==> src/rtl/aux_seq_pkg.sv <==
package aux_seq_pkg;

  typedef enum logic [1:0] {
    XS_OK         = 2'd0,
    XS_BUSY       = 2'd1,
    XS_IO_ERR     = 2'd2,
    XS_REMOTE_ERR = 2'd3
  } xact_status_e;

  localparam logic [1:0] RP_ACK   = 2'd0;
  localparam logic [1:0] RP_NACK  = 2'd1;
  localparam logic [1:0] RP_DEFER = 2'd2;

  typedef enum logic [3:0] {
    SQ_IDLE, SQ_CLAIM, SQ_POLL, SQ_POLL_WAIT, SQ_LOAD, SQ_FIRE,
    SQ_PEND, SQ_SETTLE, SQ_EVAL, SQ_RELEASE, SQ_GUARD
  } seq_state_e;

endpackage

==> src/rtl/aux_delay_timer.sv <==
module aux_delay_timer #(
  parameter int TW = 16
) (
  input  logic          clk,
  input  logic          rst_n,
  input  logic          load,
  input  logic [TW-1:0] load_val,
  output logic          expired
);
  logic [TW-1:0] cnt_q, cnt_n;

  always_comb begin
    cnt_n = cnt_q;
    if (load)              cnt_n = load_val;
    else if (cnt_q != '0)  cnt_n = cnt_q - TW'(1);
  end

  always_ff @(posedge clk or negedge rst_n) begin
    if (!rst_n) cnt_q <= '0;
    else        cnt_q <= cnt_n;
  end

  assign expired = (cnt_q == '0);
endmodule

==> src/rtl/aux_payload_reg.sv <==
module aux_payload_reg #(
  parameter int NBYTES = 16
) (
  input  logic                clk,
  input  logic                rst_n,
  input  logic                en,
  input  logic [8*NBYTES-1:0] din,
  output logic [8*NBYTES-1:0] dout
);
  always_ff @(posedge clk or negedge rst_n) begin
    if (!rst_n)  dout <= '0;
    else if (en) dout <= din;
  end
endmodule

==> src/rtl/aux_byte_mask.sv <==
module aux_byte_mask #(
  parameter int NBYTES = 16,
  parameter int CW     = 5
) (
  input  logic [8*NBYTES-1:0] din,
  input  logic [CW-1:0]       count,
  output logic [8*NBYTES-1:0] dout
);
  for (genvar i = 0; i < NBYTES; i++) begin : g_byte
    assign dout[8*i +: 8] = (CW'(i) < count) ? din[8*i +: 8] : 8'h00;
  end
endmodule

==> src/rtl/aux_xact_seq.sv <==
module aux_xact_seq
  import aux_seq_pkg::*;
#(
  parameter int MAX_BYTES  = 16,
  parameter int ADDR_W     = 20,
  parameter int CMD_W      = 4,
  parameter int US_TICKS   = 125,
  parameter int POLL_US    = 100,
  parameter int POLL_TRIES = 3,
  parameter int SETTLE_US  = 400,
  parameter int GUARD_US   = 400,
  parameter int MAX_TRIES  = 16,
  localparam int DATA_W    = 8*MAX_BYTES,
  localparam int CNT_W     = $clog2(MAX_BYTES+1),
  localparam int LEN_W     = $clog2(MAX_BYTES)
) (
  input  logic              clk,
  input  logic              rst_n,
  input  logic              req_valid,
  input  logic [CMD_W-1:0]  req_cmd,
  input  logic [ADDR_W-1:0] req_addr,
  input  logic [CNT_W-1:0]  req_nbytes,
  input  logic [DATA_W-1:0] req_wdata,
  output logic              busy,
  output logic              done,
  output logic [1:0]        done_status,
  output logic [1:0]        done_reply,
  output logic [DATA_W-1:0] rd_data,
  output logic              own_req,
  input  logic              own_ack,
  input  logic              chan_ready,
  output logic              link_trig,
  output logic [CMD_W-1:0]  link_cmd,
  output logic [ADDR_W-1:0] link_addr,
  output logic [LEN_W-1:0]  link_len,
  output logic [DATA_W-1:0] link_payload,
  input  logic              link_pending,
  input  logic [1:0]        link_reply,
  input  logic [CNT_W-1:0]  link_rx_count,
  input  logic [DATA_W-1:0] link_rx_data
);
  localparam int POLL_CYC   = POLL_US   * US_TICKS;
  localparam int SETTLE_CYC = SETTLE_US * US_TICKS;
  localparam int GUARD_CYC  = GUARD_US  * US_TICKS;
  localparam int LONG_AB    = (POLL_CYC > SETTLE_CYC) ? POLL_CYC : SETTLE_CYC;
  localparam int LONGEST    = (LONG_AB > GUARD_CYC) ? LONG_AB : GUARD_CYC;
  localparam int TW         = $clog2(LONGEST+1);
  localparam int PW         = $clog2(POLL_TRIES+1);
  localparam int RW         = $clog2(MAX_TRIES+1);
  localparam logic [TW-1:0] POLL_LD   = TW'(POLL_CYC-1);
  localparam logic [TW-1:0] SETTLE_LD = TW'(SETTLE_CYC-1);
  localparam logic [TW-1:0] GUARD_LD  = TW'(GUARD_CYC-1);
  localparam logic [PW-1:0] POLL_LAST = PW'(POLL_TRIES-1);
  localparam logic [RW-1:0] TRY_LAST  = RW'(MAX_TRIES-1);

  seq_state_e        state_q, state_n;
  logic [CMD_W-1:0]  cmd_q, cmd_n;
  logic [ADDR_W-1:0] addr_q, addr_n;
  logic [CNT_W-1:0]  nb_q, nb_n;
  logic [PW-1:0]     poll_q, poll_n;
  logic [RW-1:0]     try_q, try_n;
  logic              own_q, own_n;
  xact_status_e      stat_q, stat_n;
  logic [1:0]        reply_q, reply_n;
  logic              done_q, done_n;
  logic              tmr_load, tmr_exp, pay_load, rd_cap;
  logic [TW-1:0]     tmr_val;
  logic [DATA_W-1:0] rx_masked;

  aux_delay_timer #(.TW(TW)) u_timer (
    .clk(clk), .rst_n(rst_n), .load(tmr_load), .load_val(tmr_val), .expired(tmr_exp)
  );

  aux_payload_reg #(.NBYTES(MAX_BYTES)) u_txbuf (
    .clk(clk), .rst_n(rst_n), .en(pay_load), .din(req_wdata), .dout(link_payload)
  );

  aux_byte_mask #(.NBYTES(MAX_BYTES), .CW(CNT_W)) u_rxmask (
    .din(link_rx_data), .count(nb_q), .dout(rx_masked)
  );

  always_comb begin
    state_n  = state_q;
    cmd_n    = cmd_q;
    addr_n   = addr_q;
    nb_n     = nb_q;
    poll_n   = poll_q;
    try_n    = try_q;
    own_n    = own_q;
    stat_n   = stat_q;
    reply_n  = reply_q;
    done_n   = 1'b0;
    tmr_load = 1'b0;
    tmr_val  = '0;
    pay_load = 1'b0;
    rd_cap   = 1'b0;
    unique case (state_q)
      SQ_IDLE: if (req_valid) begin
        cmd_n   = req_cmd;
        addr_n  = req_addr;
        nb_n    = req_nbytes;
        own_n   = 1'b1;
        stat_n  = XS_OK;
        reply_n = RP_ACK;
        poll_n  = '0;
        try_n   = '0;
        state_n = SQ_CLAIM;
      end
      SQ_CLAIM: begin
        if (own_ack) state_n = SQ_POLL;
        else begin
          stat_n  = XS_IO_ERR;
          state_n = SQ_RELEASE;
        end
      end
      SQ_POLL: begin
        if (chan_ready) state_n = SQ_LOAD;
        else if (poll_q == POLL_LAST) begin
          stat_n  = XS_BUSY;
          state_n = SQ_RELEASE;
        end else begin
          poll_n   = poll_q + PW'(1);
          tmr_load = 1'b1;
          tmr_val  = POLL_LD;
          state_n  = SQ_POLL_WAIT;
        end
      end
      SQ_POLL_WAIT: if (tmr_exp) state_n = SQ_POLL;
      SQ_LOAD: begin
        pay_load = ~cmd_q[0];
        state_n  = SQ_FIRE;
      end
      SQ_FIRE: state_n = SQ_PEND;
      SQ_PEND: if (!link_pending) begin
        tmr_load = 1'b1;
        tmr_val  = SETTLE_LD;
        state_n  = SQ_SETTLE;
      end
      SQ_SETTLE: if (tmr_exp) state_n = SQ_EVAL;
      SQ_EVAL: begin
        reply_n = link_reply;
        if (link_reply == RP_DEFER) begin
          if (try_q == TRY_LAST) begin
            stat_n  = XS_REMOTE_ERR;
            state_n = SQ_RELEASE;
          end else begin
            try_n   = try_q + RW'(1);
            state_n = SQ_FIRE;
          end
        end else if (cmd_q[0] && (link_rx_count != nb_q)) begin
          stat_n  = XS_REMOTE_ERR;
          state_n = SQ_RELEASE;
        end else begin
          rd_cap  = cmd_q[0];
          state_n = SQ_RELEASE;
        end
      end
      SQ_RELEASE: begin
        if (own_ack) stat_n = XS_IO_ERR;
        tmr_load = 1'b1;
        tmr_val  = GUARD_LD;
        state_n  = SQ_GUARD;
      end
      SQ_GUARD: if (tmr_exp) begin
        done_n  = 1'b1;
        state_n = SQ_IDLE;
      end
      default: state_n = SQ_IDLE;
    endcase
    // every exit path gives up ownership on entry to release
    if (state_n == SQ_RELEASE && state_q != SQ_RELEASE) own_n = 1'b0;
  end

  always_ff @(posedge clk or negedge rst_n) begin
    if (!rst_n) begin
      state_q <= SQ_IDLE;
      cmd_q   <= '0;
      addr_q  <= '0;
      nb_q    <= '0;
      poll_q  <= '0;
      try_q   <= '0;
      own_q   <= 1'b0;
      stat_q  <= XS_OK;
      reply_q <= RP_ACK;
      done_q  <= 1'b0;
    end else begin
      state_q <= state_n;
      cmd_q   <= cmd_n;
      addr_q  <= addr_n;
      nb_q    <= nb_n;
      poll_q  <= poll_n;
      try_q   <= try_n;
      own_q   <= own_n;
      stat_q  <= stat_n;
      reply_q <= reply_n;
      done_q  <= done_n;
    end
  end

  always_ff @(posedge clk or negedge rst_n) begin
    if (!rst_n)      rd_data <= '0;
    else if (rd_cap) rd_data <= rx_masked;
  end

  assign busy        = (state_q != SQ_IDLE);
  assign done        = done_q;
  assign done_status = stat_q;
  assign done_reply  = reply_q;
  assign own_req     = own_q;
  assign link_trig   = (state_q == SQ_FIRE);
  assign link_cmd    = cmd_q;
  assign link_addr   = addr_q;
  assign link_len    = LEN_W'(nb_q - CNT_W'(1));
endmodule

==> config.mk <==
export PLATFORM = sky130hd
export DESIGN_NAME = aux_xact_seq
export DESIGN_NICKNAME = d
export VERILOG_FILES = /design/src/rtl/aux_seq_pkg.sv /design/src/rtl/aux_delay_timer.sv /design/src/rtl/aux_payload_reg.sv /design/src/rtl/aux_byte_mask.sv /design/src/rtl/aux_xact_seq.sv
export SDC_FILE = /design/constraint.sdc
export NUM_CORES = 1
export LEC_CHECK = 0
export CAP_MARGIN = 20
export CORE_AREA = 2 2 227 229
export CTS_BUF_LIST = sky130_fd_sc_hd__clkbuf_8
export CTS_CLUSTER_DIAMETER = 50
export DETAILED_ROUTE_END_ITERATION = 7
export DIE_AREA = 0 0 229 231
export HOLD_SLACK_MARGIN = 0.08
export PLACE_DENSITY = 0.62
export SYNTH_ARGS = -nofsm -noshare
export SYNTH_HDL_FRONTEND = slang
export SYNTH_SLANG_ARGS = --single-unit
==> constraint.sdc <==
create_clock -name clk -period 2.1 [get_ports clk]
set_input_delay 0.63 -clock clk [delete_from_list [all_inputs] [get_ports clk]]
set_output_delay 0.63 -clock clk [all_outputs]
set_load 0.005 [all_outputs]
==> flow_metrics.env <==
export IMPL_max_cap_violations=0
export IMPL_setup_viol=118
export IMPL_drt_total_wl_um=46400
export IMPL_finalHoldViolations=0
export IMPL_drv_slew=0
export IMPL_avgViaCountPerCell=4.33
export IMPL_finalClockSkew_ns=0.0242
export IMPL_syn_num_nets=1483
export IMPL_worst_slack_ns=-0.239
export IMPL_cp_start_kind="flip-flop"
export IMPL_powerDensity_nw_per_um2=1180
export IMPL_grt_overflow=0
export IMPL_dr_total_vias=11273
export IMPL_grtUsageTotal=0.171
export IMPL_fin_area_um2=21500
export IMPL_io_pins=590
export IMPL_post_route_period_util=1.11
export IMPL_yosys_area_top_type="dfrtp_1"
export IMPL_violations="setup timing"
export IMPL_dieArea_um2=52900
export IMPL_crit_type="flip-flop to primary output"
export IMPL_root_buffer="clkbuf_8"
export IMPL_synthTopCellsByArea="dfrtp_1 (62%), mux2_2 (11%), nand2_1 (10%)"
export IMPL_synth_yosys_seq_area_share=0.617
export IMPL_outcome="complete, but fails checks"
export IMPL_clk_latency_ns=0.64
export IMPL_synth_area_um2=12900
export IMPL_crit_start="nb_q[0]"
export IMPL_synth_top_area_frac=0.617
export IMPL_fin_crit_ns=2.34
export IMPL_numCtsBuffers=59
export IMPL_yosysUniqueCellTypes=48
export IMPL_synth_seq_cells=318
export IMPL_reg2reg_depth=7
export IMPL_num_rows=83
export IMPL_reg2reg_setup_slack_ns=-0.11
export IMPL_grt_pass1_vias=11689
export IMPL_ys_warn_count=0
export IMPL_avgSynthCellArea_um2=10.9
export IMPL_area_delta_synth_final_pct=67.2
export IMPL_initial_core_util=0.254
export IMPL_cp_max_fo=2
export IMPL_grt_pass1_wl_um=70200
export IMPL_place_area_um2=20100
export IMPL_die_h_um=231
export IMPL_hpwl_um=35200
export IMPL_drc=0
export IMPL_cp_endpoint="link_len[3]"
export IMPL_final_util=0.425
export IMPL_drtPass1Iterations=5
export IMPL_drt_iter0_drc=619
export IMPL_clkSlewWorstSetupHoldPaths_ns=0.05
export IMPL_worst_pin_slew_ns=0.667
export IMPL_antenna_found_initial=2
export IMPL_fin_nets=2183
export IMPL_grt_max_degree=108
export IMPL_cpPeakStageDelay_ns=0.39
export IMPL_async_reset_ff_frac=1.00
export IMPL_path_cells="buf_6, nor3_4, xnor2_2, buf_2"
export IMPL_gp_congestion=0.874
export IMPL_total_power_uw=25400
export IMPL_hold_path_class="flip-flop to flip-flop"
export IMPL_r2r_end="rd_data[74]"
export IMPL_die_w_um=229
export IMPL_synth_top_flop_cell="dfrtp_1"
export IMPL_end_kind="primary output"
export IMPL_ant_nets=0
export IMPL_ir_worst_vdd_uv=632
export IMPL_rsz0062_at_grt="true"
export IMPL_cts_tree="done"
export IMPL_synth_enable_flop_cells=0
export IMPL_fill_cells=4986
export IMPL_synth_cells=1180
export IMPL_path_buf_inv=2
export IMPL_coreArea_um2=50700
export IMPL_cp_depth=4
export IMPL_numPortBuffers=589
export IMPL_drive_gt1_frac=0.193
export IMPL_p_leak_uw=0.0104
export IMPL_h_tree_depth=2
export IMPL_relSlewSlack=0.554
export IMPL_cp_arrival_ns=1.71
export IMPL_fmax_mhz=428
export IMPL_clk_path_buf_depth=3
export IMPL_crit_family="flip-flops"
export IMPL_slowest_stage="dfrtp_1"
export IMPL_drt_wirelength_per_cell_um=17.8
export IMPL_place_ws_ns=-0.662
export IMPL_cts_sinks=318
export IMPL_tns_ns=-5.87
export IMPL_cp_required_ns=1.47
export IMPL_reg2reg_from="state_q[0]"
==> layout by cell type, fill, tap and decap left out, types with 4 or more instances in the layout <==
cell type | Yosys | layout
clkbuf_8 | 0 | 73
bufinv_16 | 0 | 4
nand3_1 | 7 | 7
xor2_1 | 10 | 8
nor2_1 | 21 | 18
mux2_2 | 129 | 129
nor4_1 | 10 | 8
inv_1 | 15 | 32
dlygate4sd2_1 | 0 | 286
buf_6 | 7 | 11
xnor2_1 | 12 | 10
nand2b_1 | 10 | 7
buf_2 | 24 | 5
buf_12 | 0 | 16
ha_1 | 5 | 4
o21bai_1 | 4 | 4
clkdlybuf4s50_1 | 0 | 296
dfrtp_1 | 318 | 317
o21ai_1 | 129 | 126
buf_4 | 0 | 87
clkinv_2 | 0 | 4
a21oi_1 | 6 | 6
o21ai_0 | 24 | 24
nand2_1 | 358 | 356
==> worst min-delay path: stages, from the launching register on <==
cell	delay [ns]
dfrtp_1	0.33
nand2_1	0.05
nand2_1	0.05
==> state kept, by name, indices dropped and copies added, names as in the netlist <==
signal,count
done_reply,2
try_q,5
link_addr,20
link_cmd,4
u_timer.cnt_q,16
done,1
rd_data,128
poll_q,2
own_req,1
nb_q,5
state_q,4
done_status,2
u_txbuf.dout,128
==> what timing repair did <==
action                     4_1_cts  5_1_grt
pin swaps                       15        7
hold buffers                     1        0
setup endpoints to repair      318      205
buffers inserted                34        3
hold endpoints to repair        37        0
gates resized for setup        349       21
cloned                           3        0
==> report_power, final <==
part | internal (uW) | leakage (uW) | switching [uW] | total (uW)
Sequential | 8030 | 0.00410 | 1060 | 9090
Clock | 3590 | 0.000703 | 2630 | 6220
Combinational | 5450 | 0.00564 | 4600 | 10000
==> synth_stat cells (10+ instances only) <==
master	number
nand2_1	358
dfrtp_1	318
mux2_2	129
o21ai_1	129
clkbuf_1	31
buf_2	24
o21ai_0	24
nor2_1	21
inv_1	15
xnor2_1	12
nand2b_1	10
nor4_1	10
xor2_1	10
==> layer usage <==
| metal | global-route usage | wire length, um | vias up |
|---|---|---|---|
| met3 | 0.0409 | 3000 | 94 |
| li1 | - | - | 5351 |
| met5 | 0 | 0 | - |
| met1 | 0.204 | 18400 | 5426 |
| met4 | 0.0653 | 1490 | 0 |
| met2 | 0.298 | 23500 | 402 |
==> worst min-delay path by stage <==
stage,cells past startpoint,startpoint,to
floorplan,0,rst_n,done
global placement,2,link_addr[3],link_addr[3]
detailed placement,2,link_addr[12],link_addr[12]
CTS,3,req_nbytes[2],nb_q[2]
global route,3,link_rx_data[4],rd_data[4]
finish,2,link_addr[5],link_addr[5]
==> area by class of cell <==
cell class	instances	area, um2	area share
Timing Repair Buffer	707	6710	0.312
Clock buffer	73	1000	0.0466
Clock inverter	29	228	0.0106
Antenna cell	2	5.00	0.000232
Tap cell	680	851	0.0395
Multi-Input combinational cell	779	4730	0.219
Inverter	15	58.8	0.00273
Sequential cell	318	7960	0.369
==> metrics by stage <==
| step | std cells | hold WS, ns |
|---|---|---|
| global route | 2603 | 0.484 |
| floorplan | 1180 | 0.334 |
| CTS | 2599 | 0.461 |
| detailed placement | 2462 | 0.462 |
| global placement | 2462 | 0.460 |
| finish | 2603 | 0.463 |
==> logic make-up after synthesis <==
logic type                 after synthesis  synth area share
DFF                                    318             0.617
and+or+nand+nor                        435             0.139
AOI/OAI and AO/OA                      185            0.0778
xor gates and xnor gates                22            0.0149
muxes                                  132             0.115
adders and majority gates                5           0.00485
buffers and inverters                   83            0.0306
Power figures use the tool's default switching activity.
